File: src/rtl/dsr_pkg.sv
package dsr_pkg;

    localparam int STATUS_BYTE_W = 8;
    localparam int STATUS_CODE_W = 4;
    localparam int EVT_NUM       = 5;
    localparam int EVT_IDX_W     = $clog2(EVT_NUM);
    localparam int RSVD_W        = STATUS_BYTE_W - STATUS_CODE_W - 2;

    // event bit positions; a higher position has higher priority
    localparam int EVT_CRC_BUSY = 0;
    localparam int EVT_BAD_CFG  = 1;
    localparam int EVT_CFG_CRC  = 2;
    localparam int EVT_FW_CRC   = 3;
    localparam int EVT_DEV_FAIL = 4;

    typedef enum logic [STATUS_CODE_W-1:0] {
        CODE_OK       = 4'd0,
        CODE_RESET    = 4'd1,
        CODE_BAD_CFG  = 4'd2,
        CODE_DEV_FAIL = 4'd3,
        CODE_CFG_CRC  = 4'd4,
        CODE_FW_CRC   = 4'd5,
        CODE_CRC_BUSY = 4'd6
    } code_e;

    typedef enum logic [1:0] {
        ST_RESET_HELD = 2'd0,
        ST_CLEAN      = 2'd1,
        ST_FAULT      = 2'd2
    } fsm_e;

    function automatic code_e evt_to_code(input logic [EVT_IDX_W-1:0] idx);
        code_e c;
        unique case (int'(idx))
            EVT_CRC_BUSY: c = CODE_CRC_BUSY;
            EVT_BAD_CFG:  c = CODE_BAD_CFG;
            EVT_CFG_CRC:  c = CODE_CFG_CRC;
            EVT_FW_CRC:   c = CODE_FW_CRC;
            EVT_DEV_FAIL: c = CODE_DEV_FAIL;
            default:      c = CODE_OK;
        endcase
        return c;
    endfunction

endpackage

File: src/rtl/dsr_evt_arb.sv
module dsr_evt_arb #(
    parameter int N_SRC = 5,
    parameter int IDX_W = $clog2(N_SRC)
) (
    input  logic [N_SRC-1:0] req_i,
    output logic             any_o,
    output logic [IDX_W-1:0] win_o
);

    // ascending scan: the last set bit seen, the highest index, wins
    always_comb begin
        any_o = 1'b0;
        win_o = '0;
        for (int i = 0; i < N_SRC; i++) begin
            if (req_i[i]) begin
                any_o = 1'b1;
                win_o = IDX_W'(i);
            end
        end
    end

endmodule

File: src/rtl/dsr_code_fsm.sv
module dsr_code_fsm
    import dsr_pkg::*;
(
    input  logic                     clk_i,
    input  logic                     rst_ni,
    input  logic                     evt_any_i,
    input  code_e                    evt_code_i,
    input  logic                     configure_i,
    output logic [STATUS_CODE_W-1:0] code_d_o,
    output logic [STATUS_CODE_W-1:0] code_q_o
);

    fsm_e  state_q, state_d;
    code_e held_q, held_d;

    // state register
    always_ff @(posedge clk_i or negedge rst_ni) begin
        if (!rst_ni) begin
            state_q <= ST_RESET_HELD;
            held_q  <= CODE_OK;
        end else begin
            state_q <= state_d;
            held_q  <= held_d;
        end
    end

    // transitions
    always_comb begin
        state_d = state_q;
        held_d  = held_q;
        unique case (state_q)
            ST_RESET_HELD: begin
                if (evt_any_i) begin          // T_EV_FROM_RESET
                    state_d = ST_FAULT;
                    held_d  = evt_code_i;
                end else if (configure_i) begin // T_CONFIGURE
                    state_d = ST_CLEAN;
                end
            end
            ST_CLEAN: begin
                if (evt_any_i) begin          // T_EV_FROM_CLEAN
                    state_d = ST_FAULT;
                    held_d  = evt_code_i;
                end
            end
            ST_FAULT: begin
                if (evt_any_i) begin          // T_EV_REPLACE
                    held_d = evt_code_i;
                end
            end
            default: begin
                state_d = ST_RESET_HELD;
                held_d  = CODE_OK;
            end
        endcase
    end

    // outputs: present and next code
    always_comb begin
        unique case (state_q)
            ST_RESET_HELD: code_q_o = CODE_RESET;
            ST_CLEAN:      code_q_o = CODE_OK;
            ST_FAULT:      code_q_o = held_q;
            default:       code_q_o = CODE_RESET;
        endcase
        unique case (state_d)
            ST_RESET_HELD: code_d_o = CODE_RESET;
            ST_CLEAN:      code_d_o = CODE_OK;
            ST_FAULT:      code_d_o = held_d;
            default:       code_d_o = CODE_RESET;
        endcase
    end

endmodule

File: src/rtl/dsr_rise_pulse.sv
module dsr_rise_pulse #(
    parameter int W = 8
) (
    input  logic         clk_i,
    input  logic         rst_ni,
    input  logic [W-1:0] val_d_i,
    output logic         pulse_o
);

    logic seen_q;
    logic pulse_q;
    logic nz_d;

    assign nz_d = |val_d_i;

    // seen_q starts at zero, so the non-zero reset value counts as a rise
    always_ff @(posedge clk_i or negedge rst_ni) begin
        if (!rst_ni) begin
            seen_q  <= 1'b0;
            pulse_q <= 1'b0;
        end else begin
            seen_q  <= nz_d;
            pulse_q <= nz_d & ~seen_q;
        end
    end

    assign pulse_o = pulse_q;

endmodule

File: src/rtl/dev_status_reg.sv
module dev_status_reg
    import dsr_pkg::*;
#(
    parameter bit HAS_FLASH = 1'b1
) (
    input  logic                     clk_i,
    input  logic                     rst_ni,
    input  logic [EVT_NUM-1:0]       event_i,
    input  logic                     boot_mode_i,
    input  logic                     cfg_wr_i,
    input  logic                     cfg_set_i,
    output logic [STATUS_BYTE_W-1:0] status_o,
    output logic                     irq_o
);

    logic                     evt_any;
    logic [EVT_IDX_W-1:0]     evt_win;
    code_e                    evt_code;
    logic                     configure;
    logic [STATUS_CODE_W-1:0] code_d, code_q;
    logic                     unconf_q, unconf_d;
    logic                     flash_q, flash_d;
    logic [STATUS_BYTE_W-1:0] byte_d;

    assign configure = cfg_wr_i & cfg_set_i;

    dsr_evt_arb #(
        .N_SRC (EVT_NUM),
        .IDX_W (EVT_IDX_W)
    ) u_arb (
        .req_i (event_i),
        .any_o (evt_any),
        .win_o (evt_win)
    );

    assign evt_code = evt_to_code(evt_win);

    dsr_code_fsm u_fsm (
        .clk_i       (clk_i),
        .rst_ni      (rst_ni),
        .evt_any_i   (evt_any),
        .evt_code_i  (evt_code),
        .configure_i (configure),
        .code_d_o    (code_d),
        .code_q_o    (code_q)
    );

    assign unconf_d = configure ? 1'b0 : unconf_q;

    generate
        if (HAS_FLASH) begin : g_flash
            assign flash_d = boot_mode_i;
        end else begin : g_no_flash
            assign flash_d = 1'b0;
        end
    endgenerate

    always_ff @(posedge clk_i or negedge rst_ni) begin
        if (!rst_ni) begin
            unconf_q <= 1'b1;
            flash_q  <= 1'b0;
        end else begin
            unconf_q <= unconf_d;
            flash_q  <= flash_d;
        end
    end

    assign byte_d   = {unconf_d, flash_d, {RSVD_W{1'b0}}, code_d};
    assign status_o = {unconf_q, flash_q, {RSVD_W{1'b0}}, code_q};

    dsr_rise_pulse #(
        .W (STATUS_BYTE_W)
    ) u_irq (
        .clk_i   (clk_i),
        .rst_ni  (rst_ni),
        .val_d_i (byte_d),
        .pulse_o (irq_o)
    );

endmodule

File: config.mk
export PLATFORM = sky130hd
export DESIGN_NAME = dev_status_reg
export DESIGN_NICKNAME = d
export VERILOG_FILES = /design/src/rtl/dsr_pkg.sv /design/src/rtl/dsr_evt_arb.sv /design/src/rtl/dsr_code_fsm.sv /design/src/rtl/dsr_rise_pulse.sv /design/src/rtl/dev_status_reg.sv
export SDC_FILE = /design/constraint.sdc
export NUM_CORES = 1
export LEC_CHECK = 0
export ABC_AREA = 1
export CORE_AREA = 5 5 43 45
export DETAILED_ROUTE_END_ITERATION = 7
export DIE_AREA = 0 0 48 50
export PLACE_DENSITY = 0.83
export SLEW_MARGIN = 40
export SYNTH_ARGS = -nofsm -noshare
export SYNTH_HDL_FRONTEND = slang
export SYNTH_SLANG_ARGS = --single-unit
File: constraint.sdc
create_clock -name clk_i -period 1.4 [get_ports clk_i]
set_input_delay 0.42 -clock clk_i [delete_from_list [all_inputs] [get_ports clk_i]]
set_output_delay 0.42 -clock clk_i [all_outputs]
set_load 0.01 [all_outputs]
Word-level counts from Yosys, hierarchy flattened
Index checks and enable logic that the tools add are counted.

Bits in registers: 10. Output and inout port bits: 9. Logic and storage cells: 40.

Equal/unequal tests: 8. Mux-type cells: 19. Bitwise operators: 3. Reductions and logical operators: 4.

Operators by type and width (number): case mux 4 bit (2 select lines) (2); case mux 3 bit (5 select lines) (1); two-way mux 2 bit (5); two-way mux 4 bit (2); two-way mux 1 bit (7); equality test 3 x 2 -> 1 bit (second input constant) (2); case mux 2 bit (3 select lines) (1); OR reduction 6 bit (1); equality test 2 x 1 -> 1 bit (second input constant) (2); equality test 2 bit (second input constant) (2); equality test 3 x 1 -> 1 bit (second input constant) (1); equality test 3 bit (second input constant) (1); logical NOT 3 bit (1); two-way mux 3 bit (1); OR reduction 3 bit (1); bitwise AND 1 bit (2); logical NOT 2 bit (1); inverter 1 bit (1).

Longest topological paths before layout
Depth in word-level cells: 11. Depth in mapped cells: 8.

By module
Synthesis repeated with hierarchy kept, for this count alone.

Cell total of the unflattened synthesis: 89. Area total of the unflattened synthesis: 609.3 sq um.

By module, submodules not included: dsr_code_fsm (instances 1, cells an instance 50, area an instance 339.1 sq um); dev_status_reg (instances 1, cells an instance 19, area an instance 137.6 sq um); dsr_rise_pulse (instances 1, cells an instance 11, area an instance 86.3 sq um); dsr_evt_arb (instances 1, cells an instance 9, area an instance 46.3 sq um).

Least setup slack after synthesis
No wires, ideal clock.

Kind: input to register. Start: input port event_i[2]. End: register u_irq.pulse_q (netlist: u_irq.pulse_o). Library setup time: 0.120 ns. Arrival: 1.024 ns. Required time: 1.280 ns. Slack: 0.255 ns. Stages on the path: 8. Cells stage by stage: nor2_4 -> nand2_4 -> nor2_4 -> nand2_1 -> nand2_1 -> nand3_2 -> nand2_2 -> a21oi_2.

Longest elaborated chain between the ends: 10. Elaborated cells on any way between the ends: 22.

RTL lines: start, declared (line dev_status_reg.sv:8) `input logic [EVT_NUM-1:0] event_i,`; two-way mux 2 bit (2 in a row) (line dsr_evt_arb.sv:15) `if (req_i[i]) begin`; two-way mux 3 bit (line dsr_evt_arb.sv:15); equality test 3 bit, or another cell as far along (line dsr_pkg.sv:34) `unique case (int'(idx))`; case mux 3 bit (5 select lines) (line dsr_pkg.sv:34); two-way mux 4 bit (line dsr_code_fsm.sv:33, dsr_code_fsm.sv:41, dsr_code_fsm.sv:47); two-way mux 4 bit; case mux 4 bit (2 select lines) (*) (line dsr_code_fsm.sv:66) `unique case (state_d)`; OR reduction 6 bit (*) (line dsr_rise_pulse.sv:14) `assign nz_d = |val_d_i;`; bitwise AND 1 bit (*) (line dsr_rise_pulse.sv:23) `pulse_q <= nz_d & ~seen_q;`; end signal, assigned (line dsr_rise_pulse.sv:23); end, declared (line dsr_rise_pulse.sv:11) `logic pulse_q;`.

Every way passes the cells marked *; elsewhere a longest branch is shown, timed or not.

Final worst setup path
Start: register u_fsm.state_q[1]. End: output port status_o[0].

Longest elaborated chain between the ends: 2. Elaborated cells on any way between the ends: 3.

RTL lines: start, declared (line dsr_code_fsm.sv:13) `fsm_e state_q, state_d;`; start signal, assigned (line dsr_code_fsm.sv:22) `state_q <= state_d;`; equality test 2 bit / equality test 2 x 1 -> 1 bit (equally long branches) (line dsr_code_fsm.sv:60) `unique case (state_q)`; case mux 4 bit (2 select lines) (*) (line dsr_code_fsm.sv:60); end, declared (line dev_status_reg.sv:12) `output logic [STATUS_BYTE_W-1:0] status_o,`.

Marked as above.

==> impl_metrics.csv <==
group,metric,value,unit
run_status,status,"finished, violations left",
run_status,failed_checks,"setup timing",
grt,antenna_found_initial,0,
clock_network,cts_root_buf,"clkbuf_4",
power,irDropWorstVdd,439.5,uV
clock_network,cts_buffers,3,
job,cap_viol_max_count,0,
logic_synthesis,syn_inst,67,
power,p_leak,0.0004262,uW
place,port_buffers,16,
clock_network,clkTransAtPathRegs,0.06,ns
clock_network,clock_sinks,10,
place,dp.cells,103,
die,die_x,48,um
clock_network,clockBufferDepth,2,
detailed_routing,dr_total_vias,506,
worst_setup_path,critPathLaunchType,"register",
place,dp_hpwl,971.1,um
sta,slew_viol_final,0,
detailed_routing,dr.pass1.iters,4,
worst_setup_path,crit_required,0.98,ns
logic_synthesis,netlist_area,565.5,um^2
min_path,hold_path.class,"register to register",
finish,drive_gt1_frac,0.4783,
worst_setup_path,cp-end-kind,"primary output",
finish,finalNetCount,103,
grt,grt_max_degree,11,
detailed_routing,routed_wl,1362,um
finish,antennaDiodeCount,0,
die,start_util,0.3937,
logic_synthesis,synth_seq_cells,10,
finish,layoutNonFillerInstCount,108,
finish,area_delta_synth_final,43.14,%
power,total_power,669.4,uW
sta,max_freq,677.3,MHz
grt,grt_pass1_wl,2304,um
sta,whs,0.4086,ns
detailed_routing,drtIter0Drc,17,
sta,fin_skew,0.008909,ns
clock_network,postCtsHoldBufs,0,
clock_network,cts_tree,"built",
logic_synthesis,yosys_warnings,0,
logic_synthesis,ys_seq_area_frac,0.4447,
grt,first_global_vias,532,
place,finalWeightedCongestion,0.7623,
die,rows,14,
sta,finalWorstSetupSlack,-0.07637,ns
detailed_routing,drtAntennaViolNets,0,
sta,finalSetupViolCount,4,
logic_synthesis,avgSynthCellArea,8.441,um^2
sta,fin_crit_sh,1.055,
worst_setup_path,crit_type,"register to primary output",
die,coreArea,1436,um^2
finish,fill_cells,141,
sta,fin_crit,1.476,ns
die,die_area,2400,um^2
logic_synthesis,yosysUniqueCellTypes,20,
sta,hold_viol,0,
detailed_routing,routedWlPerCell,12.61,um
power,power_density,826.9,nW/um^2
finish,final_util,0.5636,
grt,grt-ovfl-total,0,
detailed_routing,drc_errors,0,
worst_setup_path,cp.arrival,1.06,ns
worst_setup_path,worstPathMaxFanout,3,
place,place_ws,-0.3223,ns
die,ioPinCount,19,
sta,rsz0062_at_grt,"true",
clock_network,clock_latency,0.27,ns
die,die_y,50,um
grt,grt_usage,0.1361,
detailed_routing,vias_per_cell,4.685,
clock_network,cts_max_level,1,
-- flip-flops by register name, summed over array words and instances, names as in the netlist --
name	flops
u_fsm.held_q	4
u_fsm.state_q	2
flash_q	1
u_irq.pulse_o	1
u_irq.seen_q	1
unconf_q	1
-- metrics by stage --
stage	setup TNS, ns	cell area [um^2]
2_1_floorplan	0	569.3
3_3_place_gp	-1.689	772.0
3_5_place_dp	-2.039	772.0
4_1_cts	-0.1639	787.0
5_1_grt	-0.5020	809.5
6_report	-0.1765	809.5
-- cell usage after synthesis, drive strengths merged --
| cell type | instances | area [um^2] |
|---|---|---|
| a21oi | 3 | 26.28 |
| and2 | 1 | 6.260 |
| buf | 4 | 30.03 |
| conb | 1 | 3.750 |
| dfrtp | 9 | 225.2 |
| dfstp | 1 | 26.28 |
| inv | 14 | 52.55 |
| nand2 | 12 | 57.55 |
| nand3 | 4 | 25.02 |
| nand3b | 1 | 11.26 |
| nor2 | 13 | 76.32 |
| o21ai | 3 | 18.77 |
| or2 | 1 | 6.260 |
-- layer usage --
metal | vias up | track usage | routed length (um)
met4 | 0 | 0.09417 | 42
met2 | 14 | 0.2115 | 730
li1 | 243 | - | -
met1 | 245 | 0.1611 | 516
met3 | 4 | 0.02182 | 72
met5 | - | 0 | 0
-- kinds of logic after synthesis --
logic type,share of synthesized area
AND/OR/NAND/NOR,0.3230
buffers and inverters,0.1460
flip-flops,0.4447
AO/OA/AOI/OAI,0.07966
other,0.006631
-- cell type report --
class / count / area (um^2) / area share
Multi-Input combinational cell: 40 / 259.0 / 0.3199
Sequential cell: 10 / 251.5 / 0.3107
Timing Repair Buffer: 24 / 190.2 / 0.2349
Inverter: 14 / 52.55 / 0.06492
Clock buffer: 4 / 36.28 / 0.04482
Tap cell: 16 / 20.02 / 0.02473
-- power breakdown --
part           switching, uW  total (uW)  internal [uW]
logic                   53.8        99.9           46.1
clock network            110         269            158
registers               4.13         301            297
-- critical path, stage by stage (launching register included) --
cell and delay [ns]:
dfrtp_1 0.42, buf_6 0.14, nand2_4 0.05, nand2_1 0.04, buf_2 0.13
-- worst paths after layout --
path                                  start               to  slack (ns)  cells after the start
max                        u_fsm.state_q[1]      status_o[0]       -0.08                      4
min                            u_irq.seen_q    u_irq.pulse_o        0.41                      1
max reg2reg                u_fsm.state_q[1]     u_irq.seen_q        0.08                      9
min reg2reg                    u_irq.seen_q    u_irq.pulse_o        0.41                      1
max in group asynchronous            rst_ni         unconf_q        0.59                      1
min in group asynchronous            rst_ni  u_fsm.held_q[3]        0.46                      1
-- timing repair --
item	4_1_cts	5_1_grt
buffers inserted	1	0
setup endpoints to repair	10	6
pin swaps	2	0
gates resized for setup	31	8
-- cell usage in the layout, fill, tap and decap left out, drive strengths merged, types with 2 or more instances in the layout --
cell	count
a21oi	3
buf	13
clkbuf	4
clkdlybuf4s50	4
conb	2
dfrtp	9
dlygate4sd2	7
inv	14
nand2	12
nand3	4
nor2	13
o21ai	3
Note: power is estimated with default switching activity, not from simulation.
